$ cat src/rtl/nw_pkg.sv
package nw_pkg;

    localparam int unsigned MWORD_W = 32;

    typedef enum logic [1:0] {
        ST_IDLE = 2'd0,
        ST_RUN  = 2'd1,
        ST_DONE = 2'd2
    } seq_state_e;

    function automatic int unsigned beats_of(input int unsigned nw);
        return MWORD_W / nw;
    endfunction

    function automatic int unsigned addr_shift_of(input int unsigned nw);
        return (nw == 16) ? 1 : 0;
    endfunction

    function automatic int unsigned idx_width_of(input int unsigned nw);
        return (beats_of(nw) > 2) ? $clog2(beats_of(nw)) : 1;
    endfunction

endpackage

$ cat src/rtl/nw_seq.sv
module nw_seq
    import nw_pkg::*;
#(
    parameter int unsigned ADDR_W = 16,
    parameter int unsigned NW     = 16,
    localparam int unsigned BEATS  = beats_of(NW),
    localparam int unsigned BEAT_W = idx_width_of(NW),
    localparam int unsigned SHIFT  = addr_shift_of(NW)
) (
    input  logic              clk,
    input  logic              rst,
    input  logic [ADDR_W-1:0] m_addr,
    input  logic              m_read,
    input  logic              m_write,
    input  logic              s_wait,
    output seq_state_e        state,
    output logic [BEAT_W-1:0] beat,
    output logic              is_wr,
    output logic              load,
    output logic              take,
    output logic [ADDR_W-1:0] s_addr,
    output logic              s_read,
    output logic              s_write
);

    seq_state_e        st_q;
    logic [BEAT_W-1:0] beat_q;
    logic [ADDR_W-1:0] base_q;
    logic              wr_q;
    logic              last;

    assign last    = (beat_q == BEAT_W'(BEATS - 1));
    assign load    = (st_q == ST_IDLE) && (m_read || m_write);
    assign take    = (st_q == ST_RUN) && !s_wait;
    assign s_read  = (st_q == ST_RUN) && !wr_q;
    assign s_write = (st_q == ST_RUN) && wr_q;
    assign s_addr  = base_q + ADDR_W'(beat_q);
    assign state   = st_q;
    assign beat    = beat_q;
    assign is_wr   = wr_q;

    always_ff @(posedge clk) begin
        if (rst) begin
            st_q   <= ST_IDLE;
            beat_q <= '0;
            base_q <= '0;
            wr_q   <= 1'b0;
        end else begin
            case (st_q)
                ST_IDLE: begin
                    if (load) begin
                        base_q <= m_addr >> SHIFT;
                        wr_q   <= m_write;
                        beat_q <= '0;
                        st_q   <= ST_RUN;
                    end
                end
                ST_RUN: begin
                    if (!s_wait) begin
                        if (last) st_q <= ST_DONE;
                        else      beat_q <= beat_q + 1'b1;
                    end
                end
                ST_DONE: begin
                    beat_q <= '0;
                    st_q   <= ST_IDLE;
                end
                default: st_q <= ST_IDLE;
            endcase
        end
    end


    stall_hold_chk: assert property (@(posedge clk) disable iff (rst)
        (s_read || s_write) && s_wait |=> $stable(s_addr) && $stable(s_read) && $stable(s_write));


    addr_step_chk: assert property (@(posedge clk) disable iff (rst)
        take && !last |=> (s_read || s_write) && (s_addr == $past(s_addr) + ADDR_W'(1)));

endmodule

$ cat src/rtl/nw_wslice.sv
module nw_wslice
    import nw_pkg::*;
#(
    parameter int unsigned NW = 16,
    localparam int unsigned BEAT_W = idx_width_of(NW)
) (
    input  logic              clk,
    input  logic              rst,
    input  logic              load,
    input  logic [MWORD_W-1:0] m_wdata,
    input  logic [BEAT_W-1:0] beat,
    output logic [NW-1:0]     s_wdata
);

    logic [MWORD_W-1:0] word_q;

    always_ff @(posedge clk) begin
        if (rst)       word_q <= '0;
        else if (load) word_q <= m_wdata;
    end

    assign s_wdata = word_q[int'(beat) * NW +: NW];

endmodule

$ cat src/rtl/nw_rpack.sv
module nw_rpack
    import nw_pkg::*;
#(
    parameter int unsigned NW = 16,
    localparam int unsigned BEATS  = beats_of(NW),
    localparam int unsigned BEAT_W = idx_width_of(NW)
) (
    input  logic               clk,
    input  logic               rst,
    input  logic               capture,
    input  logic [BEAT_W-1:0]  beat,
    input  logic [NW-1:0]      s_rdata,
    output logic [MWORD_W-1:0] word
);

    logic [MWORD_W-1:0] word_q;

    always_ff @(posedge clk) begin
        if (rst) begin
            word_q <= '0;
        end else if (capture) begin
            for (int g = 0; g < BEATS; g++) begin
                if (beat == BEAT_W'(g)) word_q[g*NW +: NW] <= s_rdata;
            end
        end
    end

    assign word = word_q;

endmodule

$ cat src/rtl/bus_narrower.sv
module bus_narrower
    import nw_pkg::*;
#(
    parameter int unsigned ADDR_W   = 16,
    parameter int unsigned NARROW_W = 16
) (
    input  logic                clk,
    input  logic                rst,
    input  logic [ADDR_W-1:0]   m_addr,
    input  logic                m_read,
    input  logic                m_write,
    input  logic [31:0]         m_wdata,
    output logic                m_wait,
    output logic [31:0]         m_rdata,
    output logic                m_rvalid,
    output logic [ADDR_W-1:0]   s_addr,
    output logic                s_read,
    output logic                s_write,
    output logic [NARROW_W-1:0] s_wdata,
    input  logic [NARROW_W-1:0] s_rdata,
    input  logic                s_wait
);

    localparam int unsigned BEAT_W = idx_width_of(NARROW_W);


    generate
        if (!(NARROW_W == 8 || NARROW_W == 16)) begin : g_bad_width
            $error("bus_narrower: NARROW_W must be 8 or 16");
        end
    endgenerate

    seq_state_e        state;
    logic [BEAT_W-1:0] beat;
    logic              is_wr;
    logic              load;
    logic              take;

    nw_seq #(.ADDR_W(ADDR_W), .NW(NARROW_W)) u_seq (
        .clk    (clk),
        .rst    (rst),
        .m_addr (m_addr),
        .m_read (m_read),
        .m_write(m_write),
        .s_wait (s_wait),
        .state  (state),
        .beat   (beat),
        .is_wr  (is_wr),
        .load   (load),
        .take   (take),
        .s_addr (s_addr),
        .s_read (s_read),
        .s_write(s_write)
    );

    nw_wslice #(.NW(NARROW_W)) u_wslice (
        .clk    (clk),
        .rst    (rst),
        .load   (load),
        .m_wdata(m_wdata),
        .beat   (beat),
        .s_wdata(s_wdata)
    );

    nw_rpack #(.NW(NARROW_W)) u_rpack (
        .clk    (clk),
        .rst    (rst),
        .capture(take && !is_wr),
        .beat   (beat),
        .s_rdata(s_rdata),
        .word   (m_rdata)
    );

    assign m_wait   = (state != ST_DONE);
    assign m_rvalid = (state == ST_DONE) && !is_wr;


    release_quiet_chk: assert property (@(posedge clk) disable iff (rst)
        !m_wait |-> !s_read && !s_write);


    rvalid_pulse_chk: assert property (@(posedge clk) disable iff (rst)
        m_rvalid |=> !m_rvalid);


    rvalid_src_chk: assert property (@(posedge clk) disable iff (rst)
        $rose(m_rvalid) |-> $past(s_read && !s_wait));


    wdata_hold_chk: assert property (@(posedge clk) disable iff (rst)
        s_write && s_wait |=> s_write && $stable(s_wdata));

endmodule

$ cat config.mk
export PLATFORM = sky130hd
export DESIGN_NAME = bus_narrower
export DESIGN_NICKNAME = d
export VERILOG_FILES = /design/src/rtl/nw_pkg.sv /design/src/rtl/nw_seq.sv /design/src/rtl/nw_wslice.sv /design/src/rtl/nw_rpack.sv /design/src/rtl/bus_narrower.sv
export SDC_FILE = /design/constraint.sdc
export NUM_CORES = 1
export LEC_CHECK = 0
export BUFFER_PORTS_ARGS = -buffer_cell sky130_fd_sc_hd__buf_4
export CORE_MARGIN = 1
export CORE_UTILIZATION = 49
export CTS_CLUSTER_DIAMETER = 100
export CTS_CLUSTER_SIZE = 10
export DETAILED_ROUTE_END_ITERATION = 10
export PLACE_DENSITY = 0.79
export SYNTH_ARGS = -nofsm -noshare
export SYNTH_HDL_FRONTEND = slang
export SYNTH_SLANG_ARGS = --single-unit
$ cat constraint.sdc
create_clock -name clk -period 1.7 [get_ports clk]
set_clock_uncertainty 0.1 [all_clocks]
set_input_delay 0.34 -clock clk [delete_from_list [all_inputs] [get_ports clk]]
set_output_delay 0.34 -clock clk [all_outputs]
set_load 0.005 [all_outputs]
==> results of run 1 <==
[per-stage QoR]
stage          setup TNS (ns)  power, mW
2_1_floorplan               0      2.576
3_3_place_gp          -0.2349      2.971
6_report               -8.370      4.302
3_5_place_dp          -0.5745      2.997
4_1_cts                -8.029      4.295
5_1_grt                -10.41      4.497
[cell families (layout without fill, tap and decap cells)]
| group | count (synthesis) | count (layout) |
|---|---|---|
| mux | 16 | 16 |
| simple gates | 121 | 121 |
| buf+inv | 49 | 190 |
| fa+ha+maj | 2 | 2 |
| compound gates | 163 | 163 |
| xor+xnor | 14 | 14 |
| flops | 83 | 83 |
[registers in the layout, indices dropped and copies added, names as in the netlist]
name / flops
u_seq.base_q: 15
u_seq.beat: 1
u_wslice.word_q: 32
u_seq.is_wr: 1
u_rpack.word: 32
u_seq.state: 2
[routing by layer]
metal | track usage (%) | wire length [µm]
met4 | 13.34 | 363
met1 | 33.10 | 4457
met3 | 5.410 | 546
met2 | 44.90 | 5529
met5 | 0 | 0
[worst paths after layout]
| check | start | endpoint | slack (ns) |
|---|---|---|---|
| worst max-delay path | u_seq.base_q[0] | s_addr[11] | -0.39 |
| worst min-delay path | m_addr[10] | u_seq.base_q[9] | 0.13 |
| worst max register to register | u_seq.state[0] | u_rpack.word[1] | 0.11 |
| worst min register to register | u_rpack.word[13] | u_rpack.word[13] | 0.37 |
[cells in the mapped netlist, types with 2 or more instances]
cell	number	share of area, %
ha_1	2	0.68
nor3_1	4	0.54
nand3_1	81	11
buf_1	4	0.41
dfxtp_1	83	45
buf_6	3	0.91
nand4_1	3	0.51
xor2_1	9	2.1
nand2_1	8	0.81
xnor2_1	5	1.2
mux2_2	16	4.9
clkbuf_1	29	2.9
nand2b_1	3	0.51
o21ai_2	6	1.4
inv_1	5	0.51
o21ai_1	26	3.5
or2_2	2	0.34
buf_2	7	0.95
nor2_1	10	1.0
a21oi_1	82	11
o21ai_0	47	6.4
nor4_1	3	0.51
[power by group]
part           switching (mW)  leakage, nW  internal [mW]
combinational           0.429         1.49          0.459
clock                   0.745       0.0818          0.537
sequential             0.0750        0.683           2.06
[critical path, stage by stage, from the launching register on]
cell and delay (ns):
dfxtp_4 0.38, ha_4 0.14, nand4_1 0.16, nor4_2 0.28, xor2_1 0.19, buf_4 0.14
[timing repair]
item	4_1_cts	5_1_grt
pin swaps	17	16
hold buffers	0	0
setup buffers	4	3
gates cloned	2	0
gates resized for setup	27	18
setup endpoints to repair	32	75
[cell type report]
type	count	area, µm²	area share, %
repair buffers	169	1429	26.50
flip-flops and latches	83	1679	31.14
inverters	5	18.77	0.3480
clock buffers	9	123.9	2.297
well taps	99	123.9	2.297
multi-input cells	316	1964	36.43
clock inverters	7	53.80	0.9977
==> results.cfg, run 1 <==
[synth]
synth_top_family_by_area = compound AO/OA/AOI/OAI gates
synth_edf_count = 0
syn_inst = 448
synth_nets = 519
yosys_warnings = 0
synthesis.area_um2 = 3694
postSynth.asyncResetShare_pct = 0
synthSimpleGateAreaFrac_pct = 17.38
postSynthAreaPerCell_um2 = 8.245
synth_flop_cell = dfxtp_1
synth_fa_ha_area_share_pct = 0.6775
synthMuxAreaShare_pct = 4.878
ys_ff_latch = 83
synth_cell_type_count = 32
synth_xor_area_share_pct = 3.320
yosysSeqAreaShare_pct = 44.99
synth_compound_area_share_pct = 22.83

[global_routing]
grt_max_degree = 48
grtUsageTotal_pct = 26.90
overflow = 0
grt_pass1_vias = 3522
grt_first_pass_wirelength_um = 16260
antenna_found_initial = 0

[cells_and_area]
final-instance-count-excl-fill = 688
area_growth_pct = 46.00
fillers = 556
fin_area_um2 = 5393
num_antenna_cells = 0
final_cell_mix = 154 x buf_4, 82 x a21oi_1, 80 x nand3_1
fin_util_pct = 74.35
drive_gt1_share_pct = 40.24
fin_nets = 655
layout_commonest_cell = buf_4

[sta]
drv_slew = 0
period_share_pct = 123.0
slew_headroom_pct = 70.21
grt_setup_unrepaired = yes
holdWs_ns = 0.1303
hold_viol_final = 0
tightest_slew_ns = 0.4468
layout_setup_ws_ns = -0.3903
fmax_mhz = 478.4
finalCriticalPeriod_ns = 2.090
setup-violations-final = 31

[detailed_routing]
wl_per_cell_um = 15.84
wl_um = 10900
firstDrtPassIters = 4
vias = 3891
first_iter_violations = 259
ant_nets = 0
drcViolationCount = 0
vias_per_cell = 5.656

[die]
initial_core_util_pct = 50.92
die_w_um = 88.82
io_pins = 137
core_area_um2 = 7253
die-area_um2 = 7889
die_h_um = 88.82
rows = 31

[power_and_ir_drop]
p_leak_nw = 2.260
ir_drop_v = 0.0004521
powerDensity_nw_per_um2 = 797.7

[status]
status = complete, but fails checks
violations = setup timing

[clock_tree]
cts_tree = built
worstSkewPairLatency_ns = 0.35
clock-root-buffer = clkbuf_8
clock_path_buffers = 2
cts.clk_slew.worst_paths_ns = 0.09
cts_buffers = 9
cts.htree.levels = 3
clock-sinks = 83

[worst_hold_path]
hold_depth = 3
hold_path.class = primary input to flip-flop

[placed_design]
pre_cts_ws_ns = -0.1696
place_congestion = 0.7940
placed_cell_area_um2 = 4920
io_buffers = 135
hpwlAfterDp_um = 7033
place.detailed.instances = 665

[worst_setup_path]
reg2reg_depth = 4
worstSetupPathType = flip-flop to primary output
crit_fanout = 3
critPathRequiredTime_ns = 1.26
cp.arrival_ns = 1.65
endpoint_kind = primary output
critPathLaunchType = flip-flop

[flow_run]
drv_cap = 0
Note: power is estimated with default switching activity, not from simulation.
==> run 2: changes to the inputs <==
--- a/config.mk
+++ b/config.mk
@@ -5,6 +5,7 @@
 export SDC_FILE = /design/constraint.sdc
 export NUM_CORES = 1
 export LEC_CHECK = 0
+export ABC_AREA = 1
 export BUFFER_PORTS_ARGS = -buffer_cell sky130_fd_sc_hd__buf_4
 export CORE_MARGIN = 1
 export CORE_UTILIZATION = 49
==> results.cfg, run 2 <==
[synth]
synthTopCellsByCount = 143 x nor2_1, 119 x nand2_1, 83 x dfxtp_1, 51 x o21ai_0, 37 x nand3_1
synthesis.area_um2 = 3754
synth_cell_type_count = 25
synth_top_cell_area_share_pct = 44.27
syn_inst = 548
synthTopCellsByArea = dfxtp_1 44%, nor2_1 14%, nand2_1 12%
yosysMostFrequentCell = nor2_1
yosysSeqAreaShare_pct = 44.27
synth_area_leader_cell = dfxtp_1
ys_ff_latch = 83
synth_nets = 619
yosys_warnings = 0
synth_flop_cell = dfxtp_1
synth_edf_count = 0
postSynth.asyncResetShare_pct = 0
postSynthAreaPerCell_um2 = 6.850

[cells_and_area]
final_cell_mix = 143 x buf_4, 138 x nor2_1, 110 x nand2_1
layout_commonest_cell = buf_4
fin_util_pct = 75.99
area_growth_pct = 48.40
fillers = 558
fin_nets = 772
num_antenna_cells = 0
drive_gt1_share_pct = 34.33

[detailed_routing]
drcViolationCount = 0
vias = 3995
first_iter_violations = 182
wl_per_cell_um = 13.35
vias_per_cell = 4.969
ant_nets = 0
wl_um = 10730
firstDrtPassIters = 5

[worst_setup_path]
worstSetupPathType = flip-flop to primary output
r2r_end = u_rpack.word[25]
cp.arrival_ns = 1.59
setup.worst_path.end = s_addr[7]
r2r_start = u_seq.beat
reg2reg_depth = 11
endpoint_kind = primary output
r2r_slack_ns = -0.08
crit_fanout = 3
critPathRequiredTime_ns = 1.26
critPathLaunchType = flip-flop
cp-startpoint = u_seq.base_q[0]

[global_routing]
top_usage_layer = met2
grt_max_degree = 44
antenna_found_initial = 0
grt_pass1_vias = 3406
grtUsageTotal_pct = 25.06
grt_first_pass_wirelength_um = 15440
overflow = 0
met3_usage_pct = 5.355
use_met2_pct = 44.00
met1_usage_pct = 30.83

[sta]
layout_setup_ws_ns = -0.3302
period_share_pct = 119.4
finalCriticalPeriod_ns = 2.030
fmax_mhz = 492.6
setup-violations-final = 48
tightest_slew_ns = 0.2872
slew_headroom_pct = 80.85
hold_viol_final = 0
grt_setup_unrepaired = yes
drv_slew = 0

[status]
status = complete, but fails checks
violations = setup timing

[clock_tree]
cts.htree.levels = 3
clock-sinks = 83
clock-root-buffer = clkbuf_8
worstSkewPairLatency_ns = 0.35
cts.clk_slew.worst_paths_ns = 0.09
cts_buffers = 9
clock_path_buffers = 2
hold_buffers = 0
cts_tree = built

[die]
rows = 31
die-area_um2 = 8015
die_w_um = 89.53
core_area_um2 = 7331
io_pins = 137
die_h_um = 89.53
initial_core_util_pct = 51.20

[placed_design]
pre_cts_ws_ns = -0.1211
hpwlAfterDp_um = 6892
io_buffers = 135
place_congestion = 0.7815

[power_and_ir_drop]
ir_drop_v = 0.0004638
p_leak_nw = 2.746
powerDensity_nw_per_um2 = 809.9

[flow_run]
drv_cap = 0

[worst_hold_path]
holdCritStartpoint = rst
hold_path.class = primary input to flip-flop
-- run 2: cell types whose count changed after synthesis, moves of 16 or more --
cell	before	now
o21ai_1	26	0
clkbuf_1	29	10
a21oi_1	82	9
mux2_2	16	0
nor2_1	10	143
nand3_1	81	37
nor2_2	0	22
nand2_1	8	119
inv_1	5	35
-- run 2: final cells by class --
| cell class | count | area, µm² | share of cell area [%] |
|---|---|---|---|
| tap | 99 | 123.9 | 2.224 |
| multi-input combinational | 400 | 1931 | 34.66 |
| timing repair inverter | 2 | 27.53 | 0.4942 |
| clock buffer | 11 | 141.4 | 2.538 |
| clock inverter | 4 | 27.53 | 0.4942 |
| sequential | 83 | 1672 | 30.01 |
| inverter | 38 | 161.4 | 2.898 |
| timing repair buffer | 167 | 1486 | 26.68 |
-- run 2: timing repair --
item	4_1_cts	5_1_grt
setup endpoints to repair	33	65
setup buffers	8	6
resized for setup	47	28
cloned	5	2
pin swaps	12	16
-- run 2: worst min-delay path by stage --
stage                                   to  slack (ns)  cells after the start
after floorplan                 u_seq.beat        0.31                      1
after global placement    u_rpack.word[13]        0.36                      2
after detailed placement   u_rpack.word[5]        0.37                      2
after CTS                   u_seq.state[0]        0.07                      2
after global routing           u_seq.is_wr        0.08                      2
final                          u_seq.is_wr        0.08                      2
-- run 2: cells by family (layout without fill, tap and decap cells) --
family                     Yosys count  count (layout)  share of synthesized area [%]
and+or+nand+nor                    331             331                          37.83
DFF                                 83              83                          44.27
buffers and inverters               65             222                          7.600
AOI/OAI and AO/OA                   60              60                          8.000
xor gates and xnor gates             7               7                          1.633
adders and majority gates            2               2                         0.6666
-- run 2: routing by layer --
| layer | routed length [µm] | part of all wire (%) |
|---|---|---|
| met5 | 0 | 0 |
| met4 | 155 | 1.4 |
| met3 | 670 | 6.2 |
| met2 | 5496 | 51 |
| met1 | 4409 | 41 |
-- run 2: critical path, cell delays in order (launching register included) --
cell and delay [ns]:
dfxtp_4 0.39, ha_4 0.14, nand2_2 0.07, nor2_4 0.16
nand2_4 0.09, buf_6 0.12, xnor2_2 0.12, buf_4 0.14
-- run 2: report_power, final --
group | leakage (nW) | internal, mW | switching (mW)
registers | 0.686 | 2.10 | 0.120
clock network | 0.0774 | 0.560 | 0.706
logic | 1.98 | 0.513 | 0.511
total | 2.75 | 3.17 | 1.34
-- run 2: through the flow --
stage          area, µm²  setup TNS [ns]  hold slack [ns]  instances  total power, mW
3_5_place_dp        4883         -0.3876           0.3670        769            3.150
4_1_cts             5371          -8.085          0.07486        797            4.454
3_3_place_gp        4883       -0.002179           0.3561        769            3.124
6_report            5570          -7.586          0.08009        804            4.511
2_1_floorplan       3754               0           0.3091        548            2.711
5_1_grt             5570          -11.07          0.07634        804            4.733
